File: config.mk
export PLATFORM = sky130hd
export DESIGN_NAME = lbtx_frame_tx
export DESIGN_NICKNAME = d
export VERILOG_FILES = /design/src/rtl/lbtx_pkg.sv /design/src/rtl/lbtx_fifo.sv /design/src/rtl/lbtx_crc32.sv /design/src/rtl/lbtx_seq.sv /design/src/rtl/lbtx_frame_tx.sv
export SDC_FILE = /design/constraint.sdc
export NUM_CORES = 1
export LEC_CHECK = 0
export ABC_AREA = 1
export BUFFER_PORTS_ARGS = -buffer_cell sky130_fd_sc_hd__buf_2
export CORE_MARGIN = 4
export CORE_UTILIZATION = 60
export DETAILED_ROUTE_END_ITERATION = 12
export MAX_ROUTING_LAYER = met4
export PLACE_DENSITY = 0.79
export SYNTH_ARGS = -nofsm -noshare
export SYNTH_HDL_FRONTEND = slang
export SYNTH_HIERARCHICAL = 1
export SYNTH_SLANG_ARGS = --single-unit
File: constraint.sdc
create_clock -name clk -period 3.35 [get_ports clk]
set_clock_uncertainty 0.05 [all_clocks]
set_input_delay 0.5025 -clock clk [delete_from_list [all_inputs] [get_ports clk]]
set_output_delay 0.5025 -clock clk [all_outputs]
set_load 0.01 [all_outputs]
File: src/rtl/lbtx_pkg.sv
package lbtx_pkg;
  typedef enum logic [2:0] {
    PH_IDLE,
    PH_PRE,
    PH_SFD,
    PH_DATA,
    PH_FCS
  } phase_t;

  localparam logic [7:0]  PRE_BYTE   = 8'h55;
  localparam logic [7:0]  SYNC_BYTE  = 8'hD5;
  localparam logic [7:0]  ST_OK_EXT  = 8'h03;
  localparam logic [7:0]  ST_OK_LOOP = 8'h53;
  localparam logic [7:0]  ST_FAIL    = 8'h08;
  localparam logic [31:0] CRC_POLY   = 32'hEDB88320;
  localparam int          PRE_BYTES  = 7;
endpackage

File: src/rtl/lbtx_fifo.sv
module lbtx_fifo #(
  parameter int DEPTH = 16,
  parameter int DW    = 8,
  localparam int AW   = (DEPTH > 1) ? $clog2(DEPTH) : 1,
  localparam int LW   = AW + 1
) (
  input  logic          clk,
  input  logic          rst,
  input  logic          wr_en,
  input  logic [DW-1:0] wr_data,
  input  logic          rd_en,
  output logic [DW-1:0] rd_data,
  output logic          empty,
  output logic          full,
  output logic [LW-1:0] level
);
  logic [DW-1:0] mem [DEPTH];
  logic [AW-1:0] wptr, rptr;
  logic          do_wr, do_rd;

  assign full    = (level == LW'(DEPTH));
  assign empty   = (level == '0);
  assign do_wr   = wr_en && !full;
  assign do_rd   = rd_en && !empty;
  assign rd_data = mem[rptr];

  always_ff @(posedge clk) begin
    if (do_wr) mem[wptr] <= wr_data;
  end

  always_ff @(posedge clk) begin
    if (rst) begin
      wptr  <= '0;
      rptr  <= '0;
      level <= '0;
    end else begin
      if (do_wr) wptr <= (wptr == AW'(DEPTH - 1)) ? '0 : wptr + AW'(1);
      if (do_rd) rptr <= (rptr == AW'(DEPTH - 1)) ? '0 : rptr + AW'(1);
      case ({do_wr, do_rd})
        2'b10:   level <= level + LW'(1);
        2'b01:   level <= level - LW'(1);
        default: level <= level;
      endcase
    end
  end
endmodule

File: src/rtl/lbtx_crc32.sv
module lbtx_crc32
  import lbtx_pkg::*;
(
  input  logic        clk,
  input  logic        rst,
  input  logic        init,
  input  logic        en,
  input  logic        din,
  output logic [31:0] crc_nxt
);
  logic [31:0] crc_q;

  // one bit of the reflected division per clock
  assign crc_nxt = (crc_q >> 1) ^ ({32{crc_q[0] ^ din}} & CRC_POLY);

  always_ff @(posedge clk) begin
    if (rst || init) crc_q <= '1;
    else if (en)     crc_q <= crc_nxt;
  end
endmodule

File: src/rtl/lbtx_seq.sv
module lbtx_seq
  import lbtx_pkg::*;
#(
  parameter int CNT_W = 16
) (
  input  logic             clk,
  input  logic             rst,
  input  logic             start,
  input  logic             crc_inh,
  input  logic             loop_int,
  input  logic [CNT_W-1:0] byte_count,
  input  logic             irq_ack,
  input  logic             fifo_empty,
  input  logic [7:0]       fifo_data,
  output logic             fifo_rd,
  output logic             crc_init,
  output logic             crc_en,
  output logic             crc_bit,
  input  logic [31:0]      crc_nxt,
  output logic             ser_en,
  output logic             ser_bit,
  output logic             loop_q,
  output logic             busy,
  output logic             ptx,
  output logic [7:0]       tx_status,
  output logic [CNT_W-1:0] bytes_left
);
  phase_t      phase;
  logic [7:0]  sh;
  logic [2:0]  bitn;
  logic [2:0]  pcnt;
  logic [31:0] fcs;
  logic        inh_q;
  logic        byte_end;
  logic        need_byte;

  assign byte_end  = (phase != PH_IDLE) && (bitn == 3'd7);
  assign need_byte = byte_end &&
                     ((phase == PH_SFD) || (phase == PH_DATA && bytes_left != '0));
  assign fifo_rd   = need_byte && !fifo_empty;
  assign crc_init  = (phase == PH_IDLE);
  assign crc_en    = (phase == PH_DATA);
  assign crc_bit   = sh[0];
  assign ser_en    = (phase != PH_IDLE);
  assign ser_bit   = sh[0];

  always_ff @(posedge clk) begin
    if (rst) begin
      phase      <= PH_IDLE;
      sh         <= '0;
      bitn       <= '0;
      pcnt       <= '0;
      fcs        <= '0;
      inh_q      <= 1'b0;
      loop_q     <= 1'b0;
      busy       <= 1'b0;
      ptx        <= 1'b0;
      tx_status  <= '0;
      bytes_left <= '0;
    end else begin
      if (irq_ack) ptx <= 1'b0;
      if (phase == PH_IDLE) begin
        if (start) begin
          loop_q <= loop_int;
          inh_q  <= crc_inh;
          if (byte_count == '0) begin
            ptx       <= 1'b1;
            tx_status <= ST_FAIL;
          end else begin
            phase      <= PH_PRE;
            sh         <= PRE_BYTE;
            bitn       <= '0;
            pcnt       <= '0;
            bytes_left <= byte_count;
            busy       <= 1'b1;
          end
        end
      end else if (!byte_end) begin
        sh   <= sh >> 1;
        bitn <= bitn + 3'd1;
      end else begin
        bitn <= '0;
        if (phase == PH_PRE) begin
          if (pcnt == 3'(PRE_BYTES - 1)) begin
            sh    <= SYNC_BYTE;
            phase <= PH_SFD;
          end else begin
            sh   <= PRE_BYTE;
            pcnt <= pcnt + 3'd1;
          end
        end else if (need_byte) begin
          if (fifo_empty) begin
            phase     <= PH_IDLE;
            busy      <= 1'b0;
            ptx       <= 1'b1;
            tx_status <= ST_FAIL;
          end else begin
            sh         <= fifo_data;
            bytes_left <= bytes_left - CNT_W'(1);
            phase      <= PH_DATA;
          end
        end else if (phase == PH_DATA && !inh_q) begin
          phase <= PH_FCS;
          sh    <= ~crc_nxt[7:0];
          fcs   <= ~crc_nxt;
          pcnt  <= '0;
        end else if (phase == PH_FCS && pcnt != 3'd3) begin
          sh   <= fcs[15:8];
          fcs  <= fcs >> 8;
          pcnt <= pcnt + 3'd1;
        end else begin
          phase     <= PH_IDLE;
          busy      <= 1'b0;
          ptx       <= 1'b1;
          tx_status <= loop_q ? ST_OK_LOOP : ST_OK_EXT;
        end
      end
    end
  end
endmodule

File: src/rtl/lbtx_frame_tx.sv
module lbtx_frame_tx #(
  parameter int DEPTH = 16,
  parameter int CNT_W = 16,
  localparam int AW    = (DEPTH > 1) ? $clog2(DEPTH) : 1,
  localparam int LVL_W = AW + 1
) (
  input  logic             clk,
  input  logic             rst,
  input  logic             wr_en,
  input  logic [7:0]       wr_data,
  input  logic [LVL_W-1:0] fill_thresh,
  output logic [LVL_W-1:0] fifo_level,
  output logic             refill_req,
  input  logic             start,
  input  logic             crc_inh,
  input  logic             loop_int,
  input  logic [CNT_W-1:0] byte_count,
  input  logic             irq_ack,
  output logic             busy,
  output logic             ptx,
  output logic [7:0]       tx_status,
  output logic [CNT_W-1:0] bytes_left,
  output logic             line_en,
  output logic             line_bit,
  output logic             lb_en,
  output logic             lb_bit
);
  logic        f_rd, f_empty, f_full;
  logic [7:0]  f_data;
  logic        c_init, c_en, c_bit;
  logic [31:0] c_nxt;
  logic        s_en, s_bit, s_loop;

  lbtx_fifo #(.DEPTH(DEPTH), .DW(8)) u_fifo (
    .clk(clk), .rst(rst), .wr_en(wr_en), .wr_data(wr_data),
    .rd_en(f_rd), .rd_data(f_data), .empty(f_empty), .full(f_full),
    .level(fifo_level)
  );

  lbtx_crc32 u_crc (
    .clk(clk), .rst(rst), .init(c_init), .en(c_en), .din(c_bit),
    .crc_nxt(c_nxt)
  );

  lbtx_seq #(.CNT_W(CNT_W)) u_seq (
    .clk(clk), .rst(rst), .start(start), .crc_inh(crc_inh),
    .loop_int(loop_int), .byte_count(byte_count), .irq_ack(irq_ack),
    .fifo_empty(f_empty), .fifo_data(f_data), .fifo_rd(f_rd),
    .crc_init(c_init), .crc_en(c_en), .crc_bit(c_bit), .crc_nxt(c_nxt),
    .ser_en(s_en), .ser_bit(s_bit), .loop_q(s_loop), .busy(busy),
    .ptx(ptx), .tx_status(tx_status), .bytes_left(bytes_left)
  );

  assign refill_req = (fifo_level < fill_thresh);
  assign line_en    = s_en && !s_loop;
  assign line_bit   = s_bit && line_en;
  assign lb_en      = s_en && s_loop;
  assign lb_bit     = s_bit && lb_en;

  logic unused_full;
  assign unused_full = f_full;
endmodule

==> impl_metrics.env, run 1 <==
export IMPL_comb_power_share_pct=12.5
export IMPL_postPlaceCellArea_um2=11900
export IMPL_critical_path_rt_ns=3.71
export IMPL_critical_path_class="flop to flop"
export IMPL_path_max_fanout=7
export IMPL_multi_input_area_um2=4520
export IMPL_timing_hold_violations_final=0
export IMPL_finalWirelength_um=26000
export IMPL_period_minus_slack_ns=3.02
export IMPL_slew_headroom_pct=34.6
export IMPL_regArea_um2=6110
export IMPL_clkSlewWorstSetupHoldPaths_ns=0.06
export IMPL_worstMarginPinSlew_ns=0.979
export IMPL_syn_area_per_cell_um2=8.52
export IMPL_grt_max_degree=79
export IMPL_postRouteAntennaNets=0
export IMPL_final_cell_mix="nand2_1, inv_1, edfxtp_1, nand3_1"
export IMPL_unrepaired_setup_endpoints_after_global_routing="no"
export IMPL_total_leakage_power_nw=5.12
export IMPL_p_per_area_nw_per_um2=539
export IMPL_cts_made_buffers=25
export IMPL_diodes=0
export IMPL_die_height_um=148
export IMPL_power_ir_vdd_worst_uv=346
export IMPL_initial_core_util_pct=61.8
export IMPL_cts_tree="yes"
export IMPL_placement_io_buffers=68
export IMPL_cts_resized=0
export IMPL_netlist_area_um2=11700
export IMPL_htree_num_levels=1
export IMPL_via_per_inst=5.57
export IMPL_avgRoutedWirePerCell_um=15.5
export IMPL_post_route_drc_count=0
export IMPL_clock_latency_ns=0.53
export IMPL_critPathCaptureType="flop"
export IMPL_power_share_switching_pct=25.9
export IMPL_gpl_final_weighted_congestion=0.867
export IMPL_synthesized_instance_count=1374
export IMPL_number_of_antenna_violations_at_the_first_check_in_global_routing=0
export IMPL_fmax_mhz=331
export IMPL_grt_pass1_wl_um=41800
export IMPL_slew_violations=0
export IMPL_status="completed"
export IMPL_global_route_usage_total_pct=23.9
export IMPL_first_pass_iters=6
export IMPL_placeableCoreArea_um2=19000
export IMPL_num_fill_cells=1499
export IMPL_final_min_period_over_clock_period_pct=90.1
export IMPL_io_pins=72
export IMPL_max_cap_viol_count=0
export IMPL_arrival_ns=3.38
export IMPL_vias=9299
export IMPL_layout_cell_share_with_drive_strength_beyond_1_pct=11.7
export IMPL_vias_in_the_first_global_route=8595
export IMPL_cts_max_path_buffers=3
export IMPL_preCtsSetupSlack_ns=0.316
export IMPL_fin_setup_tns_ns=0
export IMPL_cts_sinks=241
export IMPL_post_route_cell_area_um2=12700
export IMPL_hp_class="primary input to flop"
export IMPL_p_seq_share_pct=47.7
export IMPL_dp_hpwl_um=16300
export IMPL_internal_power_mw=5.08
export IMPL_post_route_worst_setup_slack_ns=0.331
export IMPL_power_frac_clock_pct=39.9
export IMPL_startpoint_type="flop"
export IMPL_layout_cells_most_common="nand2_1"
export IMPL_drt_initial_drc_count=943
export IMPL_cts_hold_repair_buffers=0
export IMPL_layout_area_overhead_vs_synth_pct=8.79
export IMPL_clock_root_buffer="clkbuf_16"
export IMPL_finalSetupViolCount=0
export IMPL_switching_power_mw=1.78
export IMPL_synth_warning_count=6
export IMPL_post_cts_buffers=0
export IMPL_nets=1445
export IMPL_std_cell_rows=50
export IMPL_design_die_area_um2=21800
export IMPL_die_width_um=148
export IMPL_grt_remaining_overflow=0
-- power groups by stage --
stage	Clock (mW)	Combinational [mW]	Sequential (mW)
6_report	2.74	0.855	3.27
5_1_grt	2.91	0.961	3.29
4_1_cts	2.77	0.850	3.27
3_5_place_dp	0	0.842	3.33
3_3_place_gp	0	0.823	3.33
2_1_floorplan	0	0.603	3.34
-- routing by layer --
metal	global-route usage [%]	routed length, um
met1	31.7	11000
met5	-	0
met2	38.4	12300
met3	3.46	2000
met4	7.36	704
-- through the flow --
stage / util, % / std cells / hold WS [ns] / total power [mW]
floorplan: - / 1376 / 0.379 / 3.94
global placement: 62.9 / 1624 / 0.393 / 4.15
detailed placement: 62.9 / 1624 / 0.404 / 4.18
CTS: 67.2 / 1670 / 0.189 / 6.89
global route: 67.2 / 1670 / 0.202 / 7.16
finish: 67.2 / 1670 / 0.199 / 6.86
-- worst max-delay path: stages (launching register included) --
cell,delay [ns]
dfxtp_1,0.32
inv_1,0.11
ha_1,0.24
nand2_1,0.17
nor2_4,0.19
nand3_4,0.13
nand3_2,0.17
inv_1,0.08
nand2_1,0.16
inv_1,0.15
ha_2,0.26
nand2_1,0.08
inv_1,0.05
nor2_2,0.10
ha_1,0.15
inv_1,0.04
nand2_1,0.08
nand3_1,0.10
nand3_1,0.08
nand2_1,0.05
nor2_1,0.08
nor2_1,0.05
-- flip-flops by register name (all words and copies together), names as in the netlist, named ones only --
register          cells
u_crc/crc_q          32
u_fifo/level          5
u_fifo/mem          128
u_fifo/rptr           4
u_fifo/wptr           4
u_seq/bitn            3
u_seq/busy            1
u_seq/bytes_left     16
u_seq/fcs            24
u_seq/inh_q           1
u_seq/loop_q          1
u_seq/pcnt            3
u_seq/phase           3
u_seq/ptx             1
u_seq/sh              8
u_seq/tx_status       3
-- worst paths after layout --
kind / from / endpoint / slack (ns) / cells past startpoint
worst max-delay path: u_seq/bytes_left[0] / u_fifo/level[4] / 0.33 / 21
worst min-delay path: loop_int / u_seq/loop_q / 0.20 / 3
worst min register to register: u_seq/fcs[15] / u_seq/fcs[15] / 0.41 / 2
worst max register to register: u_seq/bytes_left[0] / u_fifo/level[4] / 0.33 / 21
-- area by class of cell --
| type | count | share of cell area, % |
|---|---|---|
| flip-flops and latches | 241 | 48.0 |
| multi-input cells | 903 | 35.5 |
| clock buffers | 34 | 5.49 |
| inverters | 145 | 4.31 |
| repair buffers | 75 | 3.28 |
| well taps | 260 | 2.55 |
| clock inverters | 12 | 0.884 |
Note: power is estimated with default switching activity, not from simulation.
==> inputs of run 2 (changes only) <==
==> constraint.sdc (replaced) <==
create_clock -name clk -period 3.4 [get_ports clk]
set_clock_uncertainty 0.05 [all_clocks]
set_input_delay 0.51 -clock clk [delete_from_list [all_inputs] [get_ports clk]]
set_output_delay 0.51 -clock clk [all_outputs]
set_load 0.01 [all_outputs]
==> impl_metrics.env, run 2 (same netlist as run 1, synthesis figures left out) <==
export IMPL_status="completed"
export IMPL_comb_power_share_pct=12.9
export IMPL_reg2reg_from="u_seq/bitn[0]"
export IMPL_first_pass_iters=6
export IMPL_critical_path_class="flop to flop"
export IMPL_final_min_period_over_clock_period_pct=90.7
export IMPL_arrival_ns=3.43
export IMPL_max_cap_viol_count=0
export IMPL_multi_input_area_um2=4520
export IMPL_layout_area_overhead_vs_synth_pct=8.24
export IMPL_finalWirelength_um=26000
export IMPL_drt_initial_drc_count=830
export IMPL_grt_max_degree=79
export IMPL_switching_power_mw=1.70
export IMPL_vias_in_the_first_global_route=8583
export IMPL_internal_power_mw=4.82
export IMPL_clock_latency_ns=0.52
export IMPL_critPathLaunch="u_seq/bitn[0]"
export IMPL_p_per_area_nw_per_um2=515
export IMPL_post_route_drc_count=0
export IMPL_io_pins=72
export IMPL_diodes=0
export IMPL_startpoint_type="flop"
export IMPL_global_route_usage_total_pct=23.9
export IMPL_unrepaired_setup_endpoints_after_global_routing="no"
export IMPL_max_flop_register="u_fifo/mem"
export IMPL_cts_tree="yes"
export IMPL_fmax_mhz=324
export IMPL_number_of_antenna_violations_at_the_first_check_in_global_routing=0
export IMPL_dp_hpwl_um=16500
export IMPL_num_fill_cells=1510
export IMPL_slew_violations=0
export IMPL_total_leakage_power_nw=5.09
export IMPL_finalSetupViolCount=0
export IMPL_placeableCoreArea_um2=19000
export IMPL_via_per_inst=5.53
export IMPL_grt_remaining_overflow=0
export IMPL_slew_headroom_pct=34.7
export IMPL_timing_hold_ws_ns=0.224
export IMPL_clock_root_buffer="clkbuf_16"
export IMPL_power_share_switching_pct=26.1
export IMPL_design_die_area_um2=21800
export IMPL_cts_sinks=241
export IMPL_period_minus_slack_ns=3.08
export IMPL_timing_hold_violations_final=0
export IMPL_p_seq_share_pct=49.4
export IMPL_std_cell_rows=50
export IMPL_worstMarginPinSlew_ns=0.978
export IMPL_die_width_um=148
export IMPL_regArea_um2=6110
export IMPL_htree_num_levels=1
export IMPL_grt_pass1_wl_um=41900
export IMPL_cts_made_buffers=25
export IMPL_hp_class="primary input to flop"
export IMPL_power_ir_vdd_worst_uv=310
export IMPL_vias=9249
export IMPL_layout_cell_share_with_drive_strength_beyond_1_pct=11.5
export IMPL_nets=1448
export IMPL_path_max_fanout=7
export IMPL_clkSlewWorstSetupHoldPaths_ns=0.06
export IMPL_critPathCaptureType="flop"
export IMPL_gpl_final_weighted_congestion=0.862
export IMPL_largest_reg_flops=128
export IMPL_power_frac_clock_pct=37.7
export IMPL_avgRoutedWirePerCell_um=15.5
export IMPL_layout_cells_most_common="nand2_1"
export IMPL_initial_core_util_pct=61.8
export IMPL_critical_path_rt_ns=3.75
export IMPL_largest_regs="u_fifo/mem (128), u_crc/crc_q (32), u_seq/fcs (24)"
export IMPL_fin_setup_tns_ns=0
export IMPL_worstHoldStart="loop_int"
export IMPL_final_cell_mix="nand2_1, inv_1, edfxtp_1, nand3_1"
export IMPL_die_height_um=148
export IMPL_cts_max_path_buffers=3
export IMPL_postRouteAntennaNets=0
export IMPL_cts_hold_repair_buffers=0
export IMPL_placement_io_buffers=68
[run 2: repair_timing]
item	4_1_cts	5_1_grt
resized for setup	0	1
setup buffers	0	3
endpoints found under the setup margin	0	2
[run 2: cell type report]
type	instances	area share, %
flip-flops and latches	241	48.2
multi-input cells	903	35.7
clock buffers	36	5.42
inverters	145	4.33
repair buffers	78	3.38
well taps	260	2.57
clock inverters	10	0.395
[run 2: worst paths after layout]
path / to / slack (ns) / depth (start not counted)
worst max-delay path: u_fifo/level[4] / 0.32 / 19
worst min-delay path: u_seq/loop_q / 0.22 / 3
worst max register to register: u_fifo/level[4] / 0.32 / 19
worst min register to register: u_seq/fcs[15] / 0.41 / 2
[run 2: critical path, stage by stage, from the launching register on]
cell,delay [ns]
dfxtp_1,0.36
ha_1,0.17
ha_1,0.18
inv_1,0.14
nor3_4,0.26
nand3_2,0.21
inv_1,0.13
nand2_1,0.13
inv_1,0.21
ha_2,0.30
nor2_1,0.07
nor2_2,0.13
ha_1,0.16
inv_1,0.04
nand2_1,0.09
nand3_1,0.11
nand3_1,0.08
nand2_1,0.05
nor2_1,0.08
nor2_1,0.04
[run 2: stage by stage]
stage / setup WS [ns] / instance area, um^2 / utilization (%) / power [mW] / std cells
4_1_cts: 0.229 / 12600 / 66.7 / 6.56 / 1670
6_report: 0.316 / 12700 / 66.9 / 6.52 / 1673
5_1_grt: 0.0811 / 12700 / 66.9 / 6.82 / 1673
3_3_place_gp: 0.390 / 11900 / 62.8 / 4.09 / 1624
3_5_place_dp: 0.238 / 11900 / 62.8 / 4.11 / 1624
2_1_floorplan: 0.665 / 11700 / - / 3.89 / 1376
[run 2: power by group through the flow]
stage / Sequential (mW) / Combinational (mW) / Clock [mW]
6_report: 3.22 / 0.839 / 2.46
5_1_grt: 3.24 / 0.950 / 2.64
4_1_cts: 3.22 / 0.835 / 2.50
3_5_place_dp: 3.29 / 0.827 / 0
3_3_place_gp: 3.28 / 0.811 / 0
2_1_floorplan: 3.29 / 0.594 / 0
[run 2: per-layer routing]
layer | global-route usage, % | wire, um
met5 | - | 0
met3 | 3.34 | 1620
met2 | 39.0 | 12700
met4 | 6.43 | 459
met1 | 31.8 | 11200
==> inputs of run 3 (changes only) <==
--- a/config.mk
+++ b/config.mk
@@ -9,6 +9,7 @@
 export BUFFER_PORTS_ARGS = -buffer_cell sky130_fd_sc_hd__buf_2
 export CORE_MARGIN = 4
 export CORE_UTILIZATION = 60
+export CTS_BUF_LIST = sky130_fd_sc_hd__clkbuf_8
 export DETAILED_ROUTE_END_ITERATION = 12
 export MAX_ROUTING_LAYER = met4
 export PLACE_DENSITY = 0.79
==> impl_metrics.env, run 3 (same netlist as run 1, synthesis figures left out) <==
export IMPL_finalNonFillerCells=1698
export IMPL_max_flop_register="u_fifo/mem"
export IMPL_post_route_drc_count=0
export IMPL_cts_max_path_buffers=3
export IMPL_grt_pass1_wl_um=41500
export IMPL_first_pass_iters=5
export IMPL_slew_violations=0
export IMPL_htree_num_levels=2
export IMPL_critical_path_buf_inv_count=4
export IMPL_worstMarginPinSlew_ns=1.03
export IMPL_grt_remaining_overflow=0
export IMPL_p_per_area_nw_per_um2=509
export IMPL_slew_headroom_pct=31.5
export IMPL_postRouteAntennaNets=0
export IMPL_timing_hold_violations_final=0
export IMPL_layout_cell_share_with_drive_strength_beyond_1_pct=12.7
export IMPL_cts_sinks=241
export IMPL_layout_cells_most_common="nand2_1"
export IMPL_layout_area_overhead_vs_synth_pct=8.45
export IMPL_crit_top_cell="inv_1"
export IMPL_status="completed"
export IMPL_drt_initial_drc_count=810
export IMPL_finalSetupViolCount=0
export IMPL_placedCellCount=1624
export IMPL_post_layout_total_power_mw=6.46
export IMPL_via_per_inst=5.51
export IMPL_unrepaired_setup_endpoints_after_global_routing="no"
export IMPL_startpoint_type="flop"
export IMPL_cts_hold_repair_buffers=0
export IMPL_final_min_period_over_clock_period_pct=90.6
export IMPL_critical_path_rt_ns=3.77
export IMPL_max_stage_delay_ns=0.37
export IMPL_die_height_um=148
export IMPL_hp_class="primary input to flop"
export IMPL_path_max_fanout=7
export IMPL_design_die_area_um2=21800
export IMPL_vias=9361
export IMPL_largest_reg_flops=128
export IMPL_finalWirelength_um=25900
export IMPL_gpl_final_weighted_congestion=0.862
export IMPL_placeableCoreArea_um2=19000
export IMPL_clock_latency_ns=0.53
export IMPL_clkSlewWorstSetupHoldPaths_ns=0.06
export IMPL_vias_in_the_first_global_route=8559
export IMPL_postPlaceCellArea_um2=11900
export IMPL_fin_setup_tns_ns=0
export IMPL_max_cap_viol_count=0
export IMPL_std_cell_rows=50
export IMPL_cts_made_buffers=39
export IMPL_critical_path_class="flop to flop"
export IMPL_io_pins=72
export IMPL_timing_hold_ws_ns=0.220
export IMPL_global_route_usage_total_pct=23.8
export IMPL_cp_cell_sequence="ha_1, ha_1, inv_1, nor3_4, nand3_2, inv_1, nand2_1, inv_1, ha_2, nor2_1, nor2_2, ha_1, inv_1, nand2_1, nand3_1, nand3_1, nand2_1, nor2_1, nor2_1"
export IMPL_initial_core_util_pct=61.8
export IMPL_placement_io_buffers=68
export IMPL_nets=1462
export IMPL_clock_root_buffer="clkbuf_8"
export IMPL_die_width_um=148
export IMPL_grt_max_degree=79
export IMPL_cp_slowest_cell="dfxtp_1"
export IMPL_avgRoutedWirePerCell_um=15.2
export IMPL_fmax_mhz=325
export IMPL_dp_hpwl_um=16500
export IMPL_power_ir_vdd_worst_uv=272
export IMPL_cts_tree="yes"
export IMPL_total_leakage_power_nw=5.16
export IMPL_final_cell_mix="nand2_1, inv_1, edfxtp_1, nand3_1"
export IMPL_critPathCaptureType="flop"
export IMPL_diodes=0
export IMPL_post_route_cell_area_um2=12700
export IMPL_arrival_ns=3.45
export IMPL_period_minus_slack_ns=3.08
export IMPL_crit_family="simple AND/OR/NAND/NOR gates"
export IMPL_largest_regs="u_fifo/mem (128), u_crc/crc_q (32), u_seq/fcs (24)"
export IMPL_number_of_antenna_violations_at_the_first_check_in_global_routing=0
[run 3: changes by cell type in the layout (fill, tap and decap cells not counted)]
cell	before	now
inv_1	137	147
clkbuf_1	9	0
clkbuf_16	25	0
clkbuf_8	2	48
inv_6	1	0
inv_8	0	1
clkinv_1	3	6
[run 3: final timing paths]
path	endpoint	slack (ns)	depth (start not counted)	startpoint
max	u_fifo/level[4]	0.32	19	u_seq/bitn[0]
min	u_seq/loop_q	0.22	3	loop_int
max reg2reg	u_fifo/level[4]	0.32	19	u_seq/bitn[0]
min reg2reg	u_seq/fcs[15]	0.41	2	u_seq/fcs[15]
[run 3: worst register-to-register path, cell delays in order (launching register included)]
cell and delay, ns:
dfxtp_1 0.37, ha_1 0.17, ha_1 0.18, inv_1 0.14
nor3_4 0.26, nand3_2 0.21, inv_1 0.12, nand2_1 0.13
inv_1 0.21, ha_2 0.30, nor2_1 0.07, nor2_2 0.13
ha_1 0.16, inv_1 0.04, nand2_1 0.09, nand3_1 0.11
nand3_1 0.08, nand2_1 0.05, nor2_1 0.08, nor2_1 0.04
[run 3: area by class of cell]
| cell class | count | area (um^2) |
|---|---|---|
| Fill cell | 1568 | 6260 |
| Sequential cell | 241 | 6110 |
| Multi-Input combinational cell | 903 | 4520 |
| Clock buffer | 48 | 661 |
| Inverter | 145 | 549 |
| Timing Repair Buffer | 78 | 428 |
| Tap cell | 260 | 325 |
| Clock inverter | 23 | 101 |
[run 3: through the flow]
step           util (%)  setup slack, ns
2_1_floorplan         -            0.665
3_3_place_gp       62.8            0.390
3_5_place_dp       62.8            0.238
4_1_cts            66.9            0.236
5_1_grt            67.0           0.0743
6_report           67.0            0.319
[run 3: metal layers]
layer	up-vias	global-route usage [%]	share of wire [%]
met5	-	-	0
met4	0	7.41	2.0
met3	45	3.68	6.1
met2	285	38.5	48
met1	4417	31.2	44
li1	4614	-	-
[run 3: repair_timing]
action,in CTS,in global routing
gates resized for setup,0,1
setup endpoints to repair,0,2
buffers inserted,0,3
[run 3: where the power goes]
part           internal, mW  total, mW  switching (mW)
logic                 0.268      0.837           0.569
registers              3.15       3.22          0.0734
clock network          1.28       2.40            1.11
total                  4.70       6.46            1.76
